==> src/rtl/csaTreePkg.sv <==
package csaTreePkg;

  localparam int MAX_OPS = 16;

  // packed per-operand widths, 8 bits per field, operand 0 lowest
  typedef logic [MAX_OPS*8-1:0] widthVecT;

  function automatic int fieldWidth(input widthVecT v, input int idx);
    return int'(v[idx*8 +: 8]);
  endfunction

  function automatic int bitOffset(input widthVecT v, input int idx);
    int acc;
    acc = 0;
    for (int k = 0; k < idx; k++) acc += int'(v[k*8 +: 8]);
    return acc;
  endfunction

  // word count after one level of in-order triplet compression
  function automatic int nextCount(input int n);
    return 2 * (n / 3) + (n % 3);
  endfunction

  function automatic int levelCount(input int n);
    int cnt, lvls;
    cnt = n;
    lvls = 0;
    while (cnt > 2) begin
      cnt = nextCount(cnt);
      lvls++;
    end
    return lvls;
  endfunction

  function automatic int countAt(input int n, input int lvl);
    int cnt;
    cnt = n;
    for (int k = 0; k < lvl; k++) cnt = nextCount(cnt);
    return cnt;
  endfunction

  // slot index where a given level's words start in the flat chain bus
  function automatic int slotOffset(input int n, input int lvl);
    int acc;
    acc = 0;
    for (int k = 0; k < lvl; k++) acc += countAt(n, k);
    return acc;
  endfunction

  function automatic int slotTotal(input int n);
    return slotOffset(n, levelCount(n) + 1);
  endfunction

endpackage

==> src/rtl/csaOperandAlign.sv <==
module csaOperandAlign #(
  parameter int IN_W = 8,
  parameter int W = 16,
  parameter bit IS_SIGNED = 1'b0
) (
  input  logic [IN_W-1:0] rawW,
  output logic [W-1:0]    alignedW
);

  generate
    if (IN_W >= W) begin : gTrunc
      always_comb begin
        alignedW = rawW[W-1:0];

        align_trunc_chk: assert (((rawW >> W) << W) == (rawW - IN_W'(alignedW)));
      end
    end else if (IS_SIGNED) begin : gSext
      always_comb begin
        alignedW = {{(W-IN_W){rawW[IN_W-1]}}, rawW};

        align_sign_chk: assert ($signed(alignedW) == $signed(rawW));
      end
    end else begin : gZext
      always_comb begin
        alignedW = {{(W-IN_W){1'b0}}, rawW};

        align_zero_chk: assert (({1'b0, alignedW} < ((W+1)'(1) << IN_W))
                                && (alignedW[IN_W-1:0] == rawW));
      end
    end
  endgenerate

endmodule

==> src/rtl/csaCompress.sv <==
module csaCompress #(
  parameter int W = 16
) (
  input  logic [W-1:0] aW,
  input  logic [W-1:0] bW,
  input  logic [W-1:0] cW,
  output logic [W-1:0] sumW,
  output logic [W-1:0] carryW
);

  always_comb begin
    sumW = aW ^ bW ^ cW;
    carryW = '0;
    for (int i = 0; i < W - 1; i++) begin
      carryW[i+1] = (aW[i] & bW[i]) | (aW[i] & cW[i]) | (bW[i] & cW[i]);
    end

    compress_keep_chk: assert (W'(sumW + carryW) == W'(aW + bW + cW));
  end

endmodule

==> src/rtl/csaLevel.sv <==
module csaLevel #(
  parameter int W = 16,
  parameter int IN_CNT = 3,
  localparam int GROUPS = IN_CNT / 3,
  localparam int REM = IN_CNT % 3,
  localparam int OUT_CNT = 2 * GROUPS + REM
) (
  input  logic [IN_CNT*W-1:0]  inBus,
  output logic [OUT_CNT*W-1:0] outBus
);

  generate
    for (genvar g = 0; g < GROUPS; g++) begin : gTriple
      csaCompress #(.W(W)) uComp (
        .aW    (inBus[(3*g)*W   +: W]),
        .bW    (inBus[(3*g+1)*W +: W]),
        .cW    (inBus[(3*g+2)*W +: W]),
        .sumW  (outBus[(2*g)*W   +: W]),
        .carryW(outBus[(2*g+1)*W +: W])
      );
    end
    for (genvar r = 0; r < REM; r++) begin : gPass
      assign outBus[(2*GROUPS+r)*W +: W] = inBus[(3*GROUPS+r)*W +: W];
    end
  endgenerate

endmodule

==> src/rtl/cpaRipple.sv <==
module cpaRipple #(
  parameter int W = 16
) (
  input  logic [W-1:0] xW,
  input  logic [W-1:0] yW,
  output logic [W-1:0] sumOut
);

  logic cy;

  always_comb begin
    cy = 1'b0;
    sumOut = '0;
    for (int i = 0; i < W; i++) begin
      sumOut[i] = xW[i] ^ yW[i] ^ cy;
      cy = (xW[i] & yW[i]) | (cy & (xW[i] ^ yW[i]));
    end

    ripple_mod_chk: assert (sumOut == W'(xW + yW));
  end

endmodule

==> src/rtl/csaTreeSum.sv <==
module csaTreeSum import csaTreePkg::*; #(
  parameter int NUM_OPS = 7,
  parameter int SUM_W = 16,
  parameter logic [NUM_OPS*8-1:0] OP_WIDTHS = {8'd1, 8'd12, 8'd20, 8'd4, 8'd16, 8'd16, 8'd8},
  parameter logic [NUM_OPS-1:0] OP_SIGNED = 7'b0101011,
  localparam widthVecT WV = widthVecT'(OP_WIDTHS),
  localparam int IN_TOTAL = bitOffset(WV, NUM_OPS),
  localparam int LEVELS = levelCount(NUM_OPS),
  localparam int SLOTS = slotTotal(NUM_OPS),
  localparam int LAST_SLOT = slotOffset(NUM_OPS, LEVELS)
) (
  input  logic [IN_TOTAL-1:0] opsIn,
  output logic [SUM_W-1:0]    sumOut
);

  // every word of every level, level 0 first
  logic [SLOTS*SUM_W-1:0] chainW;

  generate
    for (genvar i = 0; i < NUM_OPS; i++) begin : gAlign
      localparam int OFF = bitOffset(WV, i);
      localparam int OW = fieldWidth(WV, i);
      csaOperandAlign #(.IN_W(OW), .W(SUM_W), .IS_SIGNED(OP_SIGNED[i])) uAlign (
        .rawW    (opsIn[OFF +: OW]),
        .alignedW(chainW[i*SUM_W +: SUM_W])
      );
    end

    for (genvar l = 0; l < LEVELS; l++) begin : gLevel
      localparam int SRC = slotOffset(NUM_OPS, l);
      localparam int DST = slotOffset(NUM_OPS, l + 1);
      localparam int CNT_IN = countAt(NUM_OPS, l);
      localparam int CNT_OUT = countAt(NUM_OPS, l + 1);
      csaLevel #(.W(SUM_W), .IN_CNT(CNT_IN)) uLevel (
        .inBus (chainW[SRC*SUM_W +: CNT_IN*SUM_W]),
        .outBus(chainW[DST*SUM_W +: CNT_OUT*SUM_W])
      );
    end

    if (NUM_OPS == 1) begin : gSingle
      assign sumOut = chainW[SUM_W-1:0];
    end else begin : gFinal
      cpaRipple #(.W(SUM_W)) uCpa (
        .xW    (chainW[LAST_SLOT*SUM_W +: SUM_W]),
        .yW    (chainW[(LAST_SLOT+1)*SUM_W +: SUM_W]),
        .sumOut(sumOut)
      );
    end
  endgenerate

  logic [SUM_W-1:0] alignedTotal;

  always_comb begin
    alignedTotal = '0;
    for (int i = 0; i < NUM_OPS; i++) alignedTotal += chainW[i*SUM_W +: SUM_W];

    tree_total_chk: assert (sumOut == alignedTotal);
  end

endmodule

==> config.mk <==
export PLATFORM = sky130hd
export DESIGN_NAME = csaTreeSum
export DESIGN_NICKNAME = d
export VERILOG_FILES = /design/src/rtl/csaTreePkg.sv /design/src/rtl/csaOperandAlign.sv /design/src/rtl/csaCompress.sv /design/src/rtl/csaLevel.sv /design/src/rtl/cpaRipple.sv /design/src/rtl/csaTreeSum.sv
export SDC_FILE = /design/constraint.sdc
export NUM_CORES = 1
export LEC_CHECK = 0
export BUFFER_PORTS_ARGS = -buffer_cell sky130_fd_sc_hd__buf_2
export CAP_MARGIN = 10
export CORE_MARGIN = 4
export CORE_UTILIZATION = 55
export DETAILED_ROUTE_END_ITERATION = 12
export MAX_ROUTING_LAYER = met4
export PLACE_DENSITY = 0.95
export SETUP_SLACK_MARGIN = 0.02
export SLEW_MARGIN = 15
export SYNTH_ARGS = -nofsm -noshare
export SYNTH_HDL_FRONTEND = slang
export SYNTH_SLANG_ARGS = --single-unit
==> constraint.sdc <==
create_clock -name vclk -period 18.5
set_input_delay 2.775 -clock vclk [all_inputs]
set_output_delay 2.775 -clock vclk [all_outputs]
set_load 0.02 [all_outputs]
### Word level (Yosys, flattened, before mapping)

Index checks and enable logic that the tools add are counted.

* flip-flop bits (word level): 0
* output and inout port bits: 16
* word-level logic and storage cells: 378

* bitwise logic cells: 378

Operators with widths (number)
* 1-bit AND: 212
* 16-bit XOR: 9
* 1-bit OR: 128
* 1-bit XOR: 28
* 16-bit by 1-bit XOR with 16-bit output: 1

### Logic depth before layout (Yosys ltp)

* depth after elaboration: 38
* depth in mapped cells: 23
* gate-level depth less buffers: 23

### Cells and area by module

From an unflattened synthesis, not the netlist that was laid out.

* cell total of the unflattened synthesis: 288
* area, all modules: 3337.0 µm²

Modules (own cells, without submodules)
* csaCompress: times used 5, cells an instance 18, area an instance 335.3 µm²
* csaOperandAlign at gAlign[0].uAlign ...: times used 6, cells an instance 16, area an instance 120.1 µm²
* cpaRipple: times used 1, cells an instance 21, area an instance 335.3 µm²
* csaLevel at gLevel[0].uLevel ...: times used 2, cells an instance 16, area an instance 120.1 µm²
* csaLevel at gLevel[1].uLevel: times used 1, cells an instance 32, area an instance 240.2 µm²
* csaOperandAlign at gAlign[6].uAlign: times used 1, cells an instance 17, area an instance 123.9 µm²

### Worst setup path before layout

OpenSTA, ideal clock, no wires.

* path type: input port to output port
* start: input opsIn[41]
* end: output sumOut[15]
* arrival time: 9.485 ns
* setup slack: 6.240 ns
* stages on the path: 23
* cell sequence: fa_1 inv_1 fa_1 inv_1 fa_1 ha_1 ha_1 fa_1 fa_1 fa_1 inv_1 fa_1 fa_1 fa_1 fa_1 fa_1 fa_1 fa_1 fa_1 fa_1 xnor2_1 xnor2_2 xnor3_1

* word-level cells in the longest chain between the ends: 36
* elaborated cells between the ends (all ways): 57
* those cells by class: bitwise (57)

RTL lines
* start, declared: line csaTreeSum.sv:12 `input logic [IN_TOTAL-1:0] opsIn,`
* 16-bit XOR (2 in a row): line csaCompress.sv:12 `sumW = aW ^ bW ^ cW;`
* 1-bit AND: line csaCompress.sv:15 `carryW[i+1] = (aW[i] & bW[i]) | (aW[i] & cW[i]) | (bW[i] & cW[i]);`
* 1-bit OR (2 in a row): line csaCompress.sv:15
* 1-bit AND: line csaCompress.sv:15
* 1-bit OR (2 in a row): line csaCompress.sv:15
* 16-bit XOR: line csaCompress.sv:12
* 16-bit by 1-bit XOR with 16-bit output: line csaCompress.sv:12
* 1-bit XOR: line cpaRipple.sv:16 `cy = (xW[i] & yW[i]) | (cy & (xW[i] ^ yW[i]));`
* [17 not listed]
* 1-bit OR (*): line cpaRipple.sv:16
* 1-bit AND (*): line cpaRipple.sv:16
* 1-bit OR (*): line cpaRipple.sv:16
* 1-bit AND (*): line cpaRipple.sv:16
* 1-bit OR (*): line cpaRipple.sv:16
* 1-bit AND (*): line cpaRipple.sv:16
* 1-bit OR (*): line cpaRipple.sv:16
* 1-bit XOR (*): line cpaRipple.sv:15 `sumOut[i] = xW[i] ^ yW[i] ^ cy;`
* end, declared: line csaTreeSum.sv:13 `output logic [SUM_W-1:0] sumOut`

Every way passes the cells marked *; elsewhere a longest branch is shown, timed or not.

### Worst setup path after layout

* start: input opsIn[43]
* end: output sumOut[15]

* word-level cells in the longest chain between the ends: 33
* elaborated cells between the ends (all ways): 221
* those cells by class: bitwise (221)

RTL lines (line)
* 16-bit XOR (2 in a row): csaCompress.sv:12
* 16-bit XOR / 1-bit AND (equally long branches): csaCompress.sv:12, csaCompress.sv:15
* 16-bit XOR / 1-bit OR (equally long branches) (2 in a row): csaCompress.sv:12, csaCompress.sv:15
* 16-bit XOR: csaCompress.sv:12
* 16-bit by 1-bit XOR with 16-bit output / 16-bit XOR (equally long branches): csaCompress.sv:12
* 1-bit XOR / 16-bit XOR (equally long branches): cpaRipple.sv:16, csaCompress.sv:12
* 1-bit AND / 16-bit by 1-bit XOR with 16-bit output (equally long branches): cpaRipple.sv:16, csaCompress.sv:12
* 1-bit OR / 1-bit XOR (equally long branches): cpaRipple.sv:16
* [15 not listed]
* 1-bit OR: cpaRipple.sv:16
* 1-bit AND: cpaRipple.sv:16
* 1-bit OR: cpaRipple.sv:16
* 1-bit AND: cpaRipple.sv:16
* 1-bit OR: cpaRipple.sv:16
* 1-bit AND: cpaRipple.sv:16
* 1-bit OR: cpaRipple.sv:16
* 1-bit XOR (*): cpaRipple.sv:15

Marked as above.

==> metrics.json <==
{
  "run_status": {"value": "completed"},
  "antenna_left": {"value": 0},
  "antenna_cells": {"value": 0},
  "vias_in_the_first_global_route": {"value": 1871},
  "power_density": {"value": 155.1, "unit": "nW/µm²"},
  "syn2layout_area_growth": {"value": 22.52, "unit": "%"},
  "grt_use_met1": {"value": 21.36, "unit": "%"},
  "worstHoldPathCells": {"value": 3},
  "grt_util_met2": {"value": 38.88, "unit": "%"},
  "critPathKind": {"value": "in2out"},
  "synth_fp_nets": {"value": 400},
  "post_route_cells_drive_above_1_share": {"value": 27.69, "unit": "%"},
  "net_count_final": {"value": 491},
  "crit_path_end_kind": {"value": "output pin"},
  "design_area": {"value": 2750, "unit": "µm²"},
  "synth_area": {"value": 2245, "unit": "µm²"},
  "max-slew-margin-rel": {"value": 65.75, "unit": "%"},
  "ys_warnings": {"value": 0},
  "grt_start_max_net_pins": {"value": 14},
  "syn-instance-count": {"value": 236},
  "max_cap_violations": {"value": 0},
  "groute.usage.overall": {"value": 19.31, "unit": "%"},
  "clock_buffer_count": {"value": 0},
  "global_route.overflow_total": {"value": 0},
  "routabilityCongestion": {"value": 0.8081},
  "dp_hpwl": {"value": 4349, "unit": "µm"},
  "placedInstanceArea": {"value": 2750, "unit": "µm²"},
  "timing.final.hold_violations": {"value": 0},
  "die_width": {"value": 71.89, "unit": "µm"},
  "fillers": {"value": 277},
  "setup_tns": {"value": 0, "unit": "ps"},
  "startpoint_type_of_the_worst_setup_path": {"value": "input pin"},
  "hold_path_end": {"value": "sumOut[0]"},
  "gr-usage-met3": {"value": 1.823, "unit": "%"},
  "share_of_the_clock_period_used_by_the_worst_path": {"value": 69.05, "unit": "%"},
  "port_buffers": {"value": 89},
  "detailedRoute.firstPassIterationCount": {"value": 4},
  "min-delay-start": {"value": "opsIn[76]"},
  "worstPathMaxFanout": {"value": 13},
  "postCtsSetupBuffers": {"value": 0},
  "critical_path_arrival": {"value": 10000, "unit": "ps"},
  "p_leak": {"value": 1.745, "unit": "nW"},
  "clock.fmax": {"value": 78.28, "unit": "MHz"},
  "wl_per_cell": {"value": 11.58, "unit": "µm"},
  "tightest_slew": {"value": 513.7, "unit": "ps"},
  "vdd_ir_drop_max": {"value": 137.2, "unit": "µV"},
  "post_cts.resized_instances": {"value": 0},
  "synth.avg_cell_area": {"value": 9.511, "unit": "µm²"},
  "rows": {"value": 22},
  "starting_drt_drc_count": {"value": 13},
  "vias_per_cell": {"value": 4.346},
  "slew_violations": {"value": 0},
  "hold_slack": {"value": 5922, "unit": "ps"},
  "setup_viol_count_final": {"value": 0},
  "die_height": {"value": 71.89, "unit": "µm"},
  "synth.yosys.seq_area_share": {"value": 0, "unit": "%"},
  "vias": {"value": 1621},
  "min-delay-path-class": {"value": "in2out"},
  "drcViolationCount": {"value": 0},
  "postCtsHoldBufs": {"value": 0},
  "timing.final.crit_period": {"value": 12770, "unit": "ps"},
  "initial_antenna_violation_count": {"value": 0},
  "crit_required": {"value": 15730, "unit": "ps"},
  "numSequentialCells": {"value": 0},
  "coreArea": {"value": 3799, "unit": "µm²"},
  "floorplan.die_area": {"value": 5167, "unit": "µm²"},
  "synth_cell_types": {"value": 7},
  "gr-max-usage-layer": {"value": "met2"},
  "wirelength": {"value": 4321, "unit": "µm"},
  "number_of_ports_placed_on_the_die_boundary": {"value": 93},
  "ff_latch_area": {"value": 0, "unit": "µm²"},
  "grt_pass1_wl": {"value": 7652, "unit": "µm"},
  "setup_repair_after_global_routing_missed_its_margin": {"value": "false"},
  "initial_core_utilization": {"value": 59.09, "unit": "%"}
}
[kinds of logic after synthesis]
kind of cell / after synthesis / share of synthesized area (%)
fa+ha+maj: 87 / 71.91
xor+xnor: 10 / 4.850
buf+inv: 139 / 23.24
[report_power, final]
part           switching [mW]  internal (mW)
clock network               0              0
logic                   0.264          0.162
registers                   0              0
total                   0.264          0.162
[worst max path at each step]
stage	startpoint	endpoint	slack [ps]
after floorplan	opsIn[41]	sumOut[15]	6240
after global placement	opsIn[43]	sumOut[15]	5790
final	opsIn[43]	sumOut[15]	5730
after global routing	opsIn[43]	sumOut[15]	5400
after CTS	opsIn[43]	sumOut[15]	5650
after detailed placement	opsIn[43]	sumOut[15]	5650
[worst max-delay path, stage by stage]
cell and delay, ps:
buf_2 420, fa_1 500, fa_1 500, fa_1 500, ha_1 320, fa_1 190
fa_1 180, fa_1 160, inv_1 50, fa_1 380, fa_1 390, fa_1 380
fa_1 380, fa_1 390, fa_1 400, fa_1 400, fa_1 400, fa_1 390
xnor2_1 250, xnor2_2 160, xnor3_1 310, buf_2 170
[per-layer routing]
layer,share of wire [%],wire [µm]
met3,7.8,336
met4,0.44,19
met2,58,2501
met5,0,0
met1,34,1464
[final cells by class]
class / count / area [µm²] / area share (%)
timing repair buffer: 89 / 445.4 / 16.20
multi-input combinational: 97 / 1723 / 62.65
tap: 48 / 60.06 / 2.184
inverter: 139 / 521.8 / 18.97
[placed cells by master, fill, tap and decap left out, drive strengths merged]
cell type / n
inv: 139
buf: 89
fa: 70
ha: 17
xnor2: 8
xor2: 1
xnor3: 1
[through the flow]
| stage | total power, mW | utilization (%) | worst slack, ps | std cells |
|---|---|---|---|---|
| 2_1_floorplan | 0.3070 | - | 6240 | 236 |
| 3_3_place_gp | 0.4162 | 72.40 | 5785 | 373 |
| 3_5_place_dp | 0.4341 | 72.40 | 5650 | 373 |
| 4_1_cts | 0.4371 | 72.40 | 5650 | 373 |
| 5_1_grt | 0.4924 | 72.40 | 5405 | 373 |
| 6_report | 0.4266 | 72.40 | 5726 | 373 |
[synth_stat cells (all sizes together)]
cell | count | share of area [%]
fa | 70 | 62
xor2 | 1 | 0.39
xnor3 | 1 | 1.0
ha | 17 | 9.5
xnor2 | 8 | 3.5
inv | 139 | 23
Power figures use the tool's default switching activity.
